`src/rtl/ptmr_pkg.sv`:
```
package ptmr_pkg;

  typedef enum logic [2:0] {
    M_ONESHOT = 3'd0,
    M_CONT    = 3'd1,
    M_COUNTER = 3'd2,
    M_PWM     = 3'd3,
    M_CAPTURE = 3'd4,
    M_COMPARE = 3'd5,
    M_GATED   = 3'd6,
    M_CAPCMP  = 3'd7
  } tmode_e;

  localparam logic [1:0] A_COUNT  = 2'd0;
  localparam logic [1:0] A_RELOAD = 2'd1;
  localparam logic [1:0] A_CMP    = 2'd2;
  localparam logic [1:0] A_CTRL   = 2'd3;

  localparam int MODE_W  = 3;
  localparam int POL_BIT = 6;
  localparam int EN_BIT  = 7;

  // Modes in which the output inverts at each reload
  function automatic logic toggles_on_reload(input tmode_e m);
    return !(m == M_ONESHOT || m == M_PWM);
  endfunction

endpackage

```
`src/rtl/ptmr_edge.sv`:
```
module ptmr_edge (
  input  logic clk,
  input  logic rst_n,
  input  logic sig_i,
  input  logic pol_i,
  output logic act_edge_o,
  output logic inact_edge_o,
  output logic act_level_o
);
  logic prev_q;
  logic rise_w;
  logic fall_w;

  always_ff @(posedge clk or negedge rst_n) begin
    if (!rst_n) prev_q <= 1'b0;
    else        prev_q <= sig_i;
  end

  assign rise_w       = sig_i & ~prev_q;
  assign fall_w       = ~sig_i & prev_q;
  assign act_edge_o   = pol_i ? fall_w : rise_w;
  assign inact_edge_o = pol_i ? rise_w : fall_w;
  assign act_level_o  = sig_i ^ pol_i;
endmodule

```
`src/rtl/ptmr_sched.sv`:
```
module ptmr_sched
  import ptmr_pkg::*;
(
  input  tmode_e mode_i,
  input  logic   en_i,
  input  logic   armed_i,
  input  logic   act_edge_i,
  input  logic   inact_edge_i,
  input  logic   act_level_i,
  input  logic   at_reload_i,
  input  logic   at_cmp_i,
  output logic   tick_o,
  output logic   reload_evt_o,
  output logic   match_evt_o,
  output logic   capture_evt_o,
  output logic   arm_evt_o,
  output logic   gate_end_evt_o
);
  logic step_w;

  always_comb begin
    unique case (mode_i)
      M_COUNTER: step_w = act_edge_i;
      M_GATED:   step_w = act_level_i;
      M_CAPCMP:  step_w = armed_i;
      default:   step_w = 1'b1;
    endcase
  end

  assign tick_o         = en_i & step_w;
  assign reload_evt_o   = tick_o & at_reload_i;
  assign match_evt_o    = tick_o & at_cmp_i & (mode_i == M_PWM);
  assign capture_evt_o  = en_i & act_edge_i &
                          ((mode_i == M_CAPTURE) || (mode_i == M_CAPCMP && armed_i));
  assign arm_evt_o      = en_i & act_edge_i & (mode_i == M_CAPCMP) & ~armed_i;
  assign gate_end_evt_o = en_i & inact_edge_i & (mode_i == M_GATED);
endmodule

```
`src/rtl/ptmr_outgen.sv`:
```
module ptmr_outgen
  import ptmr_pkg::*;
(
  input  logic   clk,
  input  logic   rst_n,
  input  tmode_e mode_i,
  input  logic   en_i,
  input  logic   pol_i,
  input  logic   init_i,
  input  logic   init_pol_i,
  input  logic   reload_evt_i,
  input  logic   match_evt_i,
  output logic   tout_o
);
  logic out_q;
  logic pulse_q;

  always_ff @(posedge clk or negedge rst_n) begin
    if (!rst_n) begin
      out_q   <= 1'b0;
      pulse_q <= 1'b0;
    end else begin
      pulse_q <= reload_evt_i & (mode_i == M_ONESHOT);
      if (init_i)
        out_q <= init_pol_i;
      else if (reload_evt_i) begin
        if (mode_i == M_PWM)                out_q <= pol_i;
        else if (toggles_on_reload(mode_i)) out_q <= ~out_q;
      end else if (match_evt_i)
        out_q <= ~pol_i;
    end
  end

  assign tout_o = pulse_q ? ~pol_i : (en_i ? out_q : pol_i);
endmodule

```
`src/rtl/polarity_timer.sv`:
```
module polarity_timer
  import ptmr_pkg::*;
#(
  parameter int W = 16
) (
  input  logic         clk,
  input  logic         rst_n,
  input  logic         reg_wr_i,
  input  logic [1:0]   reg_addr_i,
  input  logic [W-1:0] reg_wdata_i,
  output logic [W-1:0] reg_rdata_o,
  input  logic         tin_i,
  output logic         tout_o,
  output logic         irq_o
);
  localparam logic [W-1:0] ONE = W'(1);

  function automatic logic [W-1:0] count_step(input logic [W-1:0] c);
    return c + ONE;
  endfunction

  function automatic logic [W-1:0] ctrl_expire(input logic [W-1:0] c);
    logic [W-1:0] r;
    r         = c;
    r[EN_BIT] = 1'b0;
    return r;
  endfunction

  logic [W-1:0] count_q, reload_q, cmp_q, ctrl_q;
  logic         armed_q, irq_q;

  logic   en_w, pol_w;
  tmode_e mode_w;
  logic   count_wr_w, reload_wr_w, cmp_wr_w, ctrl_wr_w;
  logic   act_edge_w, inact_edge_w, act_level_w;
  logic   tick_w, reload_evt_w, match_evt_w, capture_evt_w, arm_evt_w, gate_end_w;
  logic   init_w, init_pol_w;

  assign en_w   = ctrl_q[EN_BIT];
  assign pol_w  = ctrl_q[POL_BIT];
  assign mode_w = tmode_e'(ctrl_q[MODE_W-1:0]);

  assign count_wr_w  = reg_wr_i && reg_addr_i == A_COUNT;
  assign reload_wr_w = reg_wr_i && reg_addr_i == A_RELOAD;
  assign cmp_wr_w    = reg_wr_i && reg_addr_i == A_CMP;
  assign ctrl_wr_w   = reg_wr_i && reg_addr_i == A_CTRL;

  ptmr_edge edge_i (
    .clk          (clk),
    .rst_n        (rst_n),
    .sig_i        (tin_i),
    .pol_i        (pol_w),
    .act_edge_o   (act_edge_w),
    .inact_edge_o (inact_edge_w),
    .act_level_o  (act_level_w)
  );

  ptmr_sched sched_i (
    .mode_i         (mode_w),
    .en_i           (en_w),
    .armed_i        (armed_q),
    .act_edge_i     (act_edge_w),
    .inact_edge_i   (inact_edge_w),
    .act_level_i    (act_level_w),
    .at_reload_i    (count_q == reload_q),
    .at_cmp_i       (count_q == cmp_q),
    .tick_o         (tick_w),
    .reload_evt_o   (reload_evt_w),
    .match_evt_o    (match_evt_w),
    .capture_evt_o  (capture_evt_w),
    .arm_evt_o      (arm_evt_w),
    .gate_end_evt_o (gate_end_w)
  );

  assign init_w     = ctrl_wr_w | ~en_w;
  assign init_pol_w = ctrl_wr_w ? reg_wdata_i[POL_BIT] : pol_w;

  ptmr_outgen out_i (
    .clk          (clk),
    .rst_n        (rst_n),
    .mode_i       (mode_w),
    .en_i         (en_w),
    .pol_i        (pol_w),
    .init_i       (init_w),
    .init_pol_i   (init_pol_w),
    .reload_evt_i (reload_evt_w),
    .match_evt_i  (match_evt_w),
    .tout_o       (tout_o)
  );

  always_ff @(posedge clk or negedge rst_n) begin
    if (!rst_n) begin
      count_q  <= '0;
      reload_q <= '0;
      cmp_q    <= '0;
      ctrl_q   <= '0;
      armed_q  <= 1'b0;
      irq_q    <= 1'b0;
    end else begin
      if (count_wr_w)        count_q <= reg_wdata_i;
      else if (reload_evt_w) count_q <= ONE;
      else if (tick_w)       count_q <= count_step(count_q);

      if (reload_wr_w) reload_q <= reg_wdata_i;

      if (cmp_wr_w)           cmp_q <= reg_wdata_i;
      else if (capture_evt_w) cmp_q <= count_q;

      if (ctrl_wr_w)                                  ctrl_q <= reg_wdata_i;
      else if (reload_evt_w && mode_w == M_ONESHOT)   ctrl_q <= ctrl_expire(ctrl_q);

      if (init_w)         armed_q <= 1'b0;
      else if (arm_evt_w) armed_q <= 1'b1;

      irq_q <= reload_evt_w | capture_evt_w | gate_end_w;
    end
  end

  always_comb begin
    unique case (reg_addr_i)
      A_COUNT:  reg_rdata_o = count_q;
      A_RELOAD: reg_rdata_o = reload_q;
      A_CMP:    reg_rdata_o = cmp_q;
      default:  reg_rdata_o = ctrl_q;
    endcase
  end

  assign irq_o = irq_q;
endmodule

```
`config.mk`:
```
export PLATFORM = sky130hd
export DESIGN_NAME = polarity_timer
export DESIGN_NICKNAME = d
export VERILOG_FILES = /design/src/rtl/ptmr_pkg.sv /design/src/rtl/ptmr_edge.sv /design/src/rtl/ptmr_sched.sv /design/src/rtl/ptmr_outgen.sv /design/src/rtl/polarity_timer.sv
export SDC_FILE = /design/constraint.sdc
export NUM_CORES = 1
export LEC_CHECK = 0
export BUFFER_PORTS_ARGS = -buffer_cell sky130_fd_sc_hd__buf_2
export CAP_MARGIN = 30
export CORE_MARGIN = 2
export CORE_UTILIZATION = 50
export DETAILED_ROUTE_END_ITERATION = 10
export GPL_ROUTABILITY_DRIVEN = 0
export PLACE_DENSITY_LB_ADDON = 0.3
export SLEW_MARGIN = 25
export SYNTH_ARGS = -nofsm -noshare
export SYNTH_HDL_FRONTEND = slang
export SYNTH_SLANG_ARGS = --single-unit
```
`constraint.sdc`:
```
create_clock -name clk -period 2.1 [get_ports clk]
set_input_delay 0 -clock clk [delete_from_list [all_inputs] [get_ports clk]]
set_output_delay 0 -clock clk [all_outputs]
set_load 0.05 [all_outputs]
```
==> reports/metrics.yaml, run 1 <==
sta:
  fin_crit_ns: 2.020
  relSlewSlack_pct: 77.34
  tightestPinTransition_ns: 0.3378
  period_share_pct: 96.21
  grt_setup_unrepaired: "false"
  fin_skew_ns: 0.008032
  final.setup.tns_ns: 0
  clock.fmax_mhz: 494.9
  drv_slew: 0
  hold_viol: 0
  finalSetupViolCount: 0
clock_network:
  cts_buffers: 9
  post-cts-setup-buffer-count: 0
  clkSinkCount: 69
  clk_latency_ns: 0.35
  clock_path_buffers: 2
  cts-root-buf: "clkbuf_8"
  htreeDepth: 3
  cts_tree: "yes"
  clk_pin_slew_worst_paths_ns: 0.08
placement:
  dp_hpwl_um: 7500
  dpl-instance-area_mm2: 0.004513
  portBuffers: 39
floorplanning:
  die_h_um: 94.72
  die_area_mm2: 0.008972
  fp-row-count: 33
  design.core.area_mm2: 0.008093
  pin_count: 40
  start_util_pct: 50.85
  chipWidth_um: 94.72
final_layout:
  multiInputGateArea_mm2: 0.002206
  diodes: 0
  syn2layout_area_growth_pct: 20.34
  drive_gt1_share_pct: 32.51
  layout.nets: 461
  seq_area_mm2: 0.001727
  postLayoutCellArea_mm2: 0.004952
  nFillCells: 691
synth:
  ys.flop_type: "dfrtp_1"
  seq_area_frac_synth_pct: 41.96
  async_reset_ff_share_pct: 100.0
  syn_area_mm2: 0.004115
  synth_cells: 374
  avgSynthCellArea_um2: 11.00
  synthTopCellsByArea: "dfrtp_1 42%, mux4_2 8.8%, mux2_2 8.2%"
  ys_seq_elements: 69
  yosys_warnings: 0
  synth.net_count: 397
  ys_types: 53
  yosysTopAreaCellShare_pct: 41.96
  synth.largest_area_cell: "dfrtp_1"
  synth_edf_count: 0
setup_path:
  setup.worst_path.end: "out_i.out_q"
  cp-end-kind: "register"
  rrSetupSlack_ns: 0.08
  r2r_start: "count_q[0]"
  cp_max_fo: 6
  cp-startpoint: "count_q[0]"
  worstReg2RegEnd: "out_i.out_q"
  r2r_cells: 6
  crit_type: "reg -> reg"
  crit_path_top_delay_cell: "dfrtp_1"
  required_ns: 2.34
  start_kind: "register"
  cp.arrival_ns: 2.26
  cp_cell_sequence: "xnor2_1 -> nand4_1 -> nor4_4 -> nand3b_1 -> a32o_1 -> a31o_1"
  cp_slowest_stage_delay_ns: 0.46
power_and_ir_drop:
  total_power_mw: 5.001
  p_leak_nw: 2.015
  vdd_ir_drop_max_uv: 490.1
  p_per_area_mw_per_mm2: 1010
hold_path:
  hp-class: "in -> async"
drt:
  routed_wl_um: 10510
  route.detailed.drc: 0
  vias: 3180
  drt_pass1_iterations: 5
  wl_per_cell_um: 19.18
  via_per_inst: 5.803
  drt_iter0_drc: 188
  ant_nets: 0
global_routing:
  antenna_found_initial: 0
  overflow: 0
  grt_pass1_vias: 3159
  grt_usage_pct: 25.16
  grt_first_pass_wirelength_um: 16820
  grt_max_degree: 37
outcome:
  outcome: "complete, no violations"
flow_run:
  cap_viol_max_count: 0
==> timing repair <==
item / in CTS / in global routing
endpoints found under the setup margin: 0 / 1
hold buffers: 18 / 0
endpoints found under the hold margin: 97 / 0
resized for setup: 0 / 2
==> per-stage QoR <==
| stage | cells | worst slack, ns | hold slack [ns] | utilization [%] |
|---|---|---|---|---|
| 3_5_place_dp | 513 | 0.1286 | 0.1644 | 55.77 |
| 4_1_cts | 547 | 0.1083 | 0.2194 | 60.76 |
| 6_report | 548 | 0.07956 | 0.04023 | 61.19 |
| 3_3_place_gp | 513 | 0.1173 | 0.1589 | 55.77 |
| 2_1_floorplan | 374 | 0.2064 | -0.2956 | - |
| 5_1_grt | 548 | 0.008859 | 0.05624 | 61.19 |
==> cells in the mapped netlist, drive strengths merged, types with 4 or more instances <==
| cell type | number |
|---|---|
| a21oi | 22 |
| nand3 | 6 |
| and3 | 4 |
| mux2i | 19 |
| mux4 | 16 |
| xor2 | 10 |
| nand2 | 22 |
| o21ai | 16 |
| nor2 | 25 |
| nand4 | 10 |
| buf | 28 |
| mux2 | 31 |
| xnor2 | 33 |
| nand3b | 5 |
| inv | 5 |
| dfrtp | 69 |
| clkbuf | 7 |
| a31oi | 6 |
| nor3 | 4 |
==> routing by layer <==
metal | track usage (%) | wire [um]
met1 | 34.38 | 4689
met5 | 0 | 0
met3 | 5.108 | 460
met4 | 8.092 | 209
met2 | 40.43 | 5152
==> final cells by class <==
class / count / share of cell area (%)
multi-input combinational: 265 / 44.54
sequential: 69 / 34.87
timing repair buffer: 88 / 13.04
clock buffer: 10 / 2.779
tap: 105 / 2.653
clock inverter: 6 / 1.743
inverter: 5 / 0.3790
==> placed cells by master (no fill, tap or decap), types with 3 or more instances in the layout <==
cell,n
and3_1,4
nand2_1,22
mux2_2,30
buf_12,3
dfrtp_1,69
inv_1,5
mux4_2,16
a21oi_1,22
nand3_1,6
nor2_1,25
o21ai_1,9
mux2i_1,19
buf_2,39
nand4_1,10
a31oi_1,6
clkbuf_8,10
o2111ai_1,3
o21ai_0,7
dlygate4sd3_1,18
buf_4,28
xor2_1,10
xnor2_1,31
nand3b_1,5
==> worst min-delay path by stage <==
stage / startpoint / endpoint / slack (ns) / cells after the start
final: rst_n / out_i.out_q / 0.04 / 2
after global routing: rst_n / out_i.pulse_q / 0.06 / 2
after floorplan: rst_n / armed_q / -0.30 / 0
after global placement: rst_n / ctrl_q[7] / 0.16 / 1
after CTS: reg_wr_i / cmp_q[2] / 0.22 / 4
after detailed placement: rst_n / out_i.out_q / 0.16 / 1
==> cells by family after synthesis <==
kind of cell	synth area share, %
AOI/OAI and AO/OA	9.699
xor gates and xnor gates	9.152
adders and majority gates	0.3040
buffers and inverters	4.926
DFF	41.96
muxes	21.95
and+or+nand+nor	12.01
==> sequential cells by signal, summed over array words and instances (netlist names) <==
signal / flops
out_i.pulse_q: 1
count_q: 16
reload_q: 16
ctrl_q: 16
out_i.out_q: 1
armed_q: 1
cmp_q: 16
irq_o: 1
edge_i.prev_q: 1
==> worst max-delay path: cells and delay by family, from the launching register on <==
family,cells,cell delay (ns)
AOI/OAI and AO/OA,2,0.48
and+or+nand+nor,3,0.65
DFF,1,0.46
xor gates and xnor gates,1,0.31
==> power by group <==
group / total [mW] / internal (mW) / switching [mW] / leakage, nW
combinational: 1.87 / 0.829 / 1.04 / 1.09
sequential: 1.91 / 1.60 / 0.305 / 0.813
clock: 1.22 / 0.699 / 0.526 / 0.112
(Power assumes the default switching activity.)
==> run 2: changes to the inputs <==
Settings changed: CTS_BUF_LIST from default to sky130_fd_sc_hd__clkbuf_2, SLEW_MARGIN 25 to 40.
==> run 2 against run 1 <==
  * Sequential cell count unchanged
  * Utilization fell by 0.71 points
  * Total power fell by 6.3%
  * Cell area down 1.2%
==> reports/metrics.yaml, run 2 (synthesized netlist as in run 1, its figures left out) <==
setup_path:
  rrSetupSlack_ns: 0.08  # about the same
  cp_slowest_stage_delay_ns: 0.47  # was 0.46 ns
  r2r_cells: 6  # unchanged
  start_kind: "register"  # unchanged
  cp_max_fo: 4  # was 6
  crit_family: "simple AND/OR/NAND/NOR gates"  # unchanged
  cp.arrival_ns: 2.46  # was 2.26 ns
  cp-end-kind: "register"  # unchanged
  crit_type: "reg -> reg"  # unchanged
  r2r_start: "reload_q[0]"  # was count_q[0]
  crit_path_top_delay_cell: "dfrtp_1"  # unchanged
  crit_buf_inv: 0  # unchanged
  cp_cell_sequence: "xnor2_2 -> nand4_1 -> nor4_4 -> nand3b_1 -> a32o_1 -> a31o_1"  # was xnor2_1 -> nand4_1 -> nor4_4 -> nand3b_1 -> a32o_1 -> a31o_1
  worstReg2RegEnd: "out_i.out_q"  # unchanged
  cp-startpoint: "reload_q[0]"  # was count_q[0]
  required_ns: 2.54  # was 2.34 ns
floorplanning:
  die_area_mm2: 0.008972  # unchanged
  chipWidth_um: 94.72  # unchanged
  pin_count: 40  # unchanged
  die_h_um: 94.72  # unchanged
  start_util_pct: 50.85  # unchanged
  design.core.area_mm2: 0.008093  # unchanged
  fp-row-count: 33  # unchanged
placement:
  dp_hpwl_um: 7462  # was 7500 um
  post-place-cells: 513  # unchanged
  post-place-ws_ns: 0.1426  # was 0.1286 ns
  dpl-instance-area_mm2: 0.004516  # was 0.004513 mm2
  portBuffers: 39  # unchanged
hold_path:
  hp-class: "in -> reg"  # was in -> async
  whs_endpoint: "cmp_q[15]"
  worstHoldStart: "reg_wr_i"
  holdPathStages: 4
sta:
  period_share_pct: 96.36  # was 96.21%
  fin_crit_ns: 2.024  # was 2.020 ns
  grt_setup_unrepaired: "true"  # was false
  fin_skew_ns: 0.02149  # was 0.008032 ns
  clock.fmax_mhz: 494.2  # was 494.9 MHz
  fin_ws_ns: 0.07641  # was 0.07956 ns
  hold_viol: 0  # unchanged
  drv_slew: 0  # unchanged
  finalSetupViolCount: 0  # unchanged
  final.setup.tns_ns: 0  # unchanged
  holdWs_ns: 0.04643  # was 0.04023 ns
  relSlewSlack_pct: 77.36  # was 77.34%
  tightestPinTransition_ns: 0.3376  # was 0.3378 ns
power_and_ir_drop:
  vdd_ir_drop_max_uv: 585.5  # was 490.1 uV
  total_power_mw: 4.685  # was 5.001 mW
  p_per_area_mw_per_mm2: 957.2  # was 1010 mW/mm2
  p_leak_nw: 1.988  # was 2.015 nW
drt:
  wl_per_cell_um: 19.34  # was 19.18 um
  routed_wl_um: 10660  # was 10,510 um
  drt_iter0_drc: 228  # was 188
  route.detailed.drc: 0  # unchanged
  via_per_inst: 5.891  # was 5.803
  ant_nets: 0  # unchanged
  vias: 3246  # was 3,180
  drt_pass1_iterations: 4  # was 5
final_layout:
  syn2layout_area_growth_pct: 18.94  # was 20.34%
  fin_util_pct: 60.48  # was 61.19%
  postLayoutCellArea_mm2: 0.004895  # was 0.004952 mm2
  layout.cells.most_common_list: "64 x dfrtp_1, 38 x buf_2, 32 x xnor2_1, 31 x buf_4, 30 x mux2_2"  # was 69 x dfrtp_1, 39 x buf_2, 31 x xnor2_1, 30 x mux2_2, 28 x buf_4
  diodes: 0  # unchanged
  layout.nets: 464  # was 461
  drive_gt1_share_pct: 33.63  # was 32.51%
  mostFrequentLayoutCell: "dfrtp_1"  # unchanged
  final_cell_count_no_fill: 551  # was 548
flow_run:
  cap_viol_max_count: 0  # unchanged
clock_network:
  cts_buffers: 9  # unchanged
  clkSinkCount: 69  # unchanged
  clk_pin_slew_worst_paths_ns: 0.20  # was 0.08 ns
  clk_latency_ns: 0.52  # was 0.35 ns
  clock_path_buffers: 2  # unchanged
  htreeDepth: 3  # unchanged
  cts_tree: "yes"  # unchanged
  cts-root-buf: "clkbuf_2"  # was clkbuf_8
global_routing:
  grt_max_degree: 36  # was 37
  overflow: 0  # unchanged
  grt_pass1_vias: 3133  # was 3,159
  grt_usage_pct: 25.15  # was 25.16%
  grt_first_pass_wirelength_um: 16710  # was 16,820 um
  antenna_found_initial: 0  # unchanged
outcome:
  outcome: "complete, no violations"  # unchanged
## run 2: cell count changes in the layout (fill, tap and decap cells not counted), sizes merged
| cell | change |
|---|---|
| buf | +2 |
| clkbuf | -1 |
| clkinv | +1 |
| dlygate4sd3 | +1 |
## run 2: worst max-delay path by stage
stage / to / slack [ns] / cells after the start
final: out_i.out_q / 0.08 / 6
after global placement: out_i.out_q / 0.12 / 6
after floorplan: out_i.out_q / 0.21 / 7
after global routing: count_q[2] / 0.01 / 7
after detailed placement: out_i.out_q / 0.14 / 6
after CTS: count_q[15] / 0.1 / 6
## run 2: layer usage
layer | share of wire [%] | vias to the layer above | routed length (um) | GRT usage, %
met4 | 2.7 | 0 | 286 | 10.63
met3 | 4.7 | 24 | 505 | 3.831
li1 | - | 1488 | - | -
met5 | 0 | - | 0 | 0
met2 | 48 | 128 | 5130 | 40.31
met1 | 44 | 1606 | 4733 | 34.18
## run 2: cell type report
class / count / area (um2)
clock buffers: 9 / 45.04
clock inverters: 7 / 90.09
fillers: 679 / 3198
inverters: 5 / 18.77
multi-input cells: 265 / 2203
flip-flops and latches: 69 / 1733
well taps: 105 / 131.4
repair buffers: 91 / 673.1
## run 2: report_power, final
| group | switching, mW | internal [mW] |
|---|---|---|
| combinational | 1.06 | 0.846 |
| clock | 0.494 | 0.388 |
| sequential | 0.301 | 1.60 |
## run 2: what timing repair did
action | 4_1_cts | 5_1_grt
buffers inserted | 0 | 2
hold endpoints to repair | 135 | 0
setup endpoints to repair | 0 | 5
hold buffers | 20 | 0
gates resized for setup | 0 | 7
## run 2: worst reg2reg max path: stages, from the launching register on
cell and delay (ns):
dfrtp_1 0.47, xnor2_2 0.24, nand4_1 0.19, nor4_4 0.40, nand3b_1 0.17, a32o_1 0.29
a31o_1 0.19
==> run 3: changes to the inputs <==
Settings changed: BUFFER_PORTS_ARGS -buffer_cell sky130_fd_sc_hd__buf_2 to default, DONT_BUFFER_PORTS from default to 1.
==> run 3 against run 2 <==
  * Die area unchanged
  * Worst hold slack better by 0.061 ns
  * Clock power shrank 28%
  * Sequential share of layout area increased by 0.62 points
  * Sequential power about the same
  * Final cell count fell by 4.4%
  * Cell area decreased by 1.8%
  * Sequential cell count stayed put
  * Via count is 3.4% lower
  * Fmax fell by 0.43%
  * Utilization down 1.1 points
  * Global-route usage grew 0.30 points
  * Critical endpoint unchanged
==> reports/metrics.yaml, run 3 (synthesized netlist as in run 1, its figures left out) <==
outcome:
  outcome: "complete, no violations"  # unchanged
sta:
  tightestPinTransition_ns: 0.6063  # was 0.3376 ns
  period_share_pct: 96.78  # was 96.36%
  fin_crit_ns: 2.032  # was 2.024 ns
  holdWs_ns: 0.1073  # was 0.04643 ns
  hold_viol: 0  # unchanged
  relSlewSlack_pct: 59.46  # was 77.36%
  drv_slew: 0  # unchanged
  finalSetupViolCount: 0  # unchanged
  clock.fmax_mhz: 492.0  # was 494.2 MHz
  fin_skew_ns: 0.02144  # was 0.02149 ns
  grt_setup_unrepaired: "true"  # unchanged
final_layout:
  postLayoutCellArea_mm2: 0.004807  # was 0.004895 mm2
  diodes: 0  # unchanged
  mostFrequentLayoutCell: "dfrtp_1"  # unchanged
  layout.nets: 441  # was 464
  drive_gt1_share_pct: 25.83  # was 33.63%
  syn2layout_area_growth_pct: 16.81  # was 18.94%
  nFillCells: 686  # was 679
  layout.cells.most_common_list: "65 x dfrtp_1, 37 x dlygate4sd3_1, 30 x xnor2_1, 30 x mux2_2, 29 x buf_4"  # was 64 x dfrtp_1, 38 x buf_2, 32 x xnor2_1, 31 x buf_4, 30 x mux2_2
power_and_ir_drop:
  p_leak_nw: 1.860  # was 1.988 nW
  clkPwrFrac_pct: 14.5  # was 18.8%
  vdd_ir_drop_max_uv: 433.2  # was 585.5 uV
  p_seq_share_pct: 44.0  # was 40.6%
  p_comb_share_pct: 41.5  # was 40.6%
  p_per_area_mw_per_mm2: 900.7  # was 957.2 mW/mm2
  power.internal_mw: 2.550  # was 2.836 mW
  switching_power_mw: 1.779  # was 1.849 mW
  switching_share_pct: 41.10  # was 39.47%
clock_network:
  clk_latency_ns: 0.51  # was 0.52 ns
  cts-root-buf: "clkbuf_2"  # unchanged
  post-cts-setup-buffer-count: 0  # unchanged
  cts_tree: "yes"  # unchanged
  htreeDepth: 3  # unchanged
  cts_buffers: 9  # unchanged
  clk_pin_slew_worst_paths_ns: 0.19  # was 0.20 ns
  clock_path_buffers: 2  # unchanged
  clkSinkCount: 69  # unchanged
setup_path:
  cp_slowest_stage_delay_ns: 0.47  # about the same
  crit_path_top_delay_cell: "dfrtp_1"  # unchanged
  cp.arrival_ns: 2.44  # was 2.46 ns
  crit_type: "reg -> reg"  # unchanged
  required_ns: 2.51  # was 2.54 ns
  cp-end-kind: "register"  # unchanged
  start_kind: "register"  # unchanged
  cp_cell_sequence: "xnor2_2 -> nand4_1 -> nor4_4 -> nand3b_1 -> a32o_1 -> a31o_1"  # unchanged
  cp_max_fo: 5  # was 4
hold_path:
  hp-class: "in -> reg"  # unchanged
drt:
  drt_pass1_iterations: 4  # unchanged
  wl_per_cell_um: 20.17  # was 19.34 um
  vias: 3135  # was 3,246
  drt_iter0_drc: 220  # was 228
  route.detailed.drc: 0  # unchanged
  ant_nets: 0  # unchanged
  routed_wl_um: 10630  # was 10,660 um
  via_per_inst: 5.949  # was 5.891
floorplanning:
  start_util_pct: 50.85  # unchanged
  design.core.area_mm2: 0.008093  # unchanged
  pin_count: 40  # unchanged
  die_area_mm2: 0.008972  # unchanged
  chipWidth_um: 94.72  # unchanged
  fp-row-count: 33  # unchanged
  die_h_um: 94.72  # unchanged
global_routing:
  grt_usage_pct: 25.45  # was 25.15%
  grt_first_pass_wirelength_um: 17110  # was 16,710 um
  grt_pass1_vias: 3184  # was 3,133
  antenna_found_initial: 0  # unchanged
  grt_max_degree: 70  # was 36
  overflow: 0  # unchanged
placement:
  dp_hpwl_um: 7158  # was 7462 um
  portBuffers: 0  # was 39
  dpl-instance-area_mm2: 0.004305  # was 0.004516 mm2
flow_run:
  cap_viol_max_count: 0  # unchanged
==> run 3: layout make-up <==
type | instances | area, um2 | area share (%)
Timing Repair Buffer | 68 | 635.6 | 13.22
Clock inverter | 3 | 13.76 | 0.2863
Clock buffer | 12 | 60.06 | 1.249
Tap cell | 105 | 131.4 | 2.733
Inverter | 5 | 18.77 | 0.3904
Sequential cell | 69 | 1732 | 36.02
Multi-Input combinational cell | 265 | 2216 | 46.10
==> run 3: repair_timing <==
action / in CTS / in global routing
setup endpoints to repair: 0 / 12
gates resized for setup: 0 / 8
hold endpoints to repair: 136 / 7
hold buffers: 36 / 2
==> run 3: worst max-delay path, delay by kind of cell, from the launching register on <==
kind                      cells  cell delay (ns)
and+or+nand+nor               3             0.80
DFF                           1             0.47
AOI/OAI and AO/OA             2             0.45
xor gates and xnor gates      1             0.23
==> run 3: routing by layer <==
layer  GRT usage (%)  wire (um)  up-vias
li1                -          -     1448
met1           34.95       4594     1585
met2           39.83       5066       82
met3           6.624        715       20
met4           7.729        253        0
met5               0          0        -
==> run 3: per-stage QoR <==
stage	cells	setup slack [ns]	utilization (%)	setup TNS (ns)	total power, mW
floorplan	374	0.2064	-	0	3.219
global placement	474	0.1415	53.20	0	3.545
detailed placement	474	0.08105	53.20	0	3.582
CTS	525	0.04045	58.78	0	4.286
global route	527	-0.03450	59.40	-0.03450	4.559
finish	527	0.06758	59.40	0	4.330
==> run 3: power by group through the flow <==
| stage | sequential, mW | combinational, mW | clock (mW) |
|---|---|---|---|
| detailed placement | 1.92 | 1.67 | 0 |
| finish | 1.90 | 1.80 | 0.630 |
| floorplan | 1.76 | 1.46 | 0 |
| global route | 1.94 | 1.92 | 0.699 |
| global placement | 1.89 | 1.65 | 0 |
| CTS | 1.89 | 1.77 | 0.632 |
==> run 3: final timing paths <==
check / startpoint / end / slack, ns / depth (start not counted)
max: reload_q[0] / out_i.out_q / 0.07 / 6
min reg2reg: ctrl_q[14] / ctrl_q[14] / 0.52 / 1
min: tin_i / edge_i.prev_q / 0.11 / 1
min in group asynchronous: rst_n / cmp_q[7] / 0.53 / 3
max in group asynchronous: rst_n / irq_o / 0.73 / 4
max reg2reg: reload_q[0] / out_i.out_q / 0.07 / 6
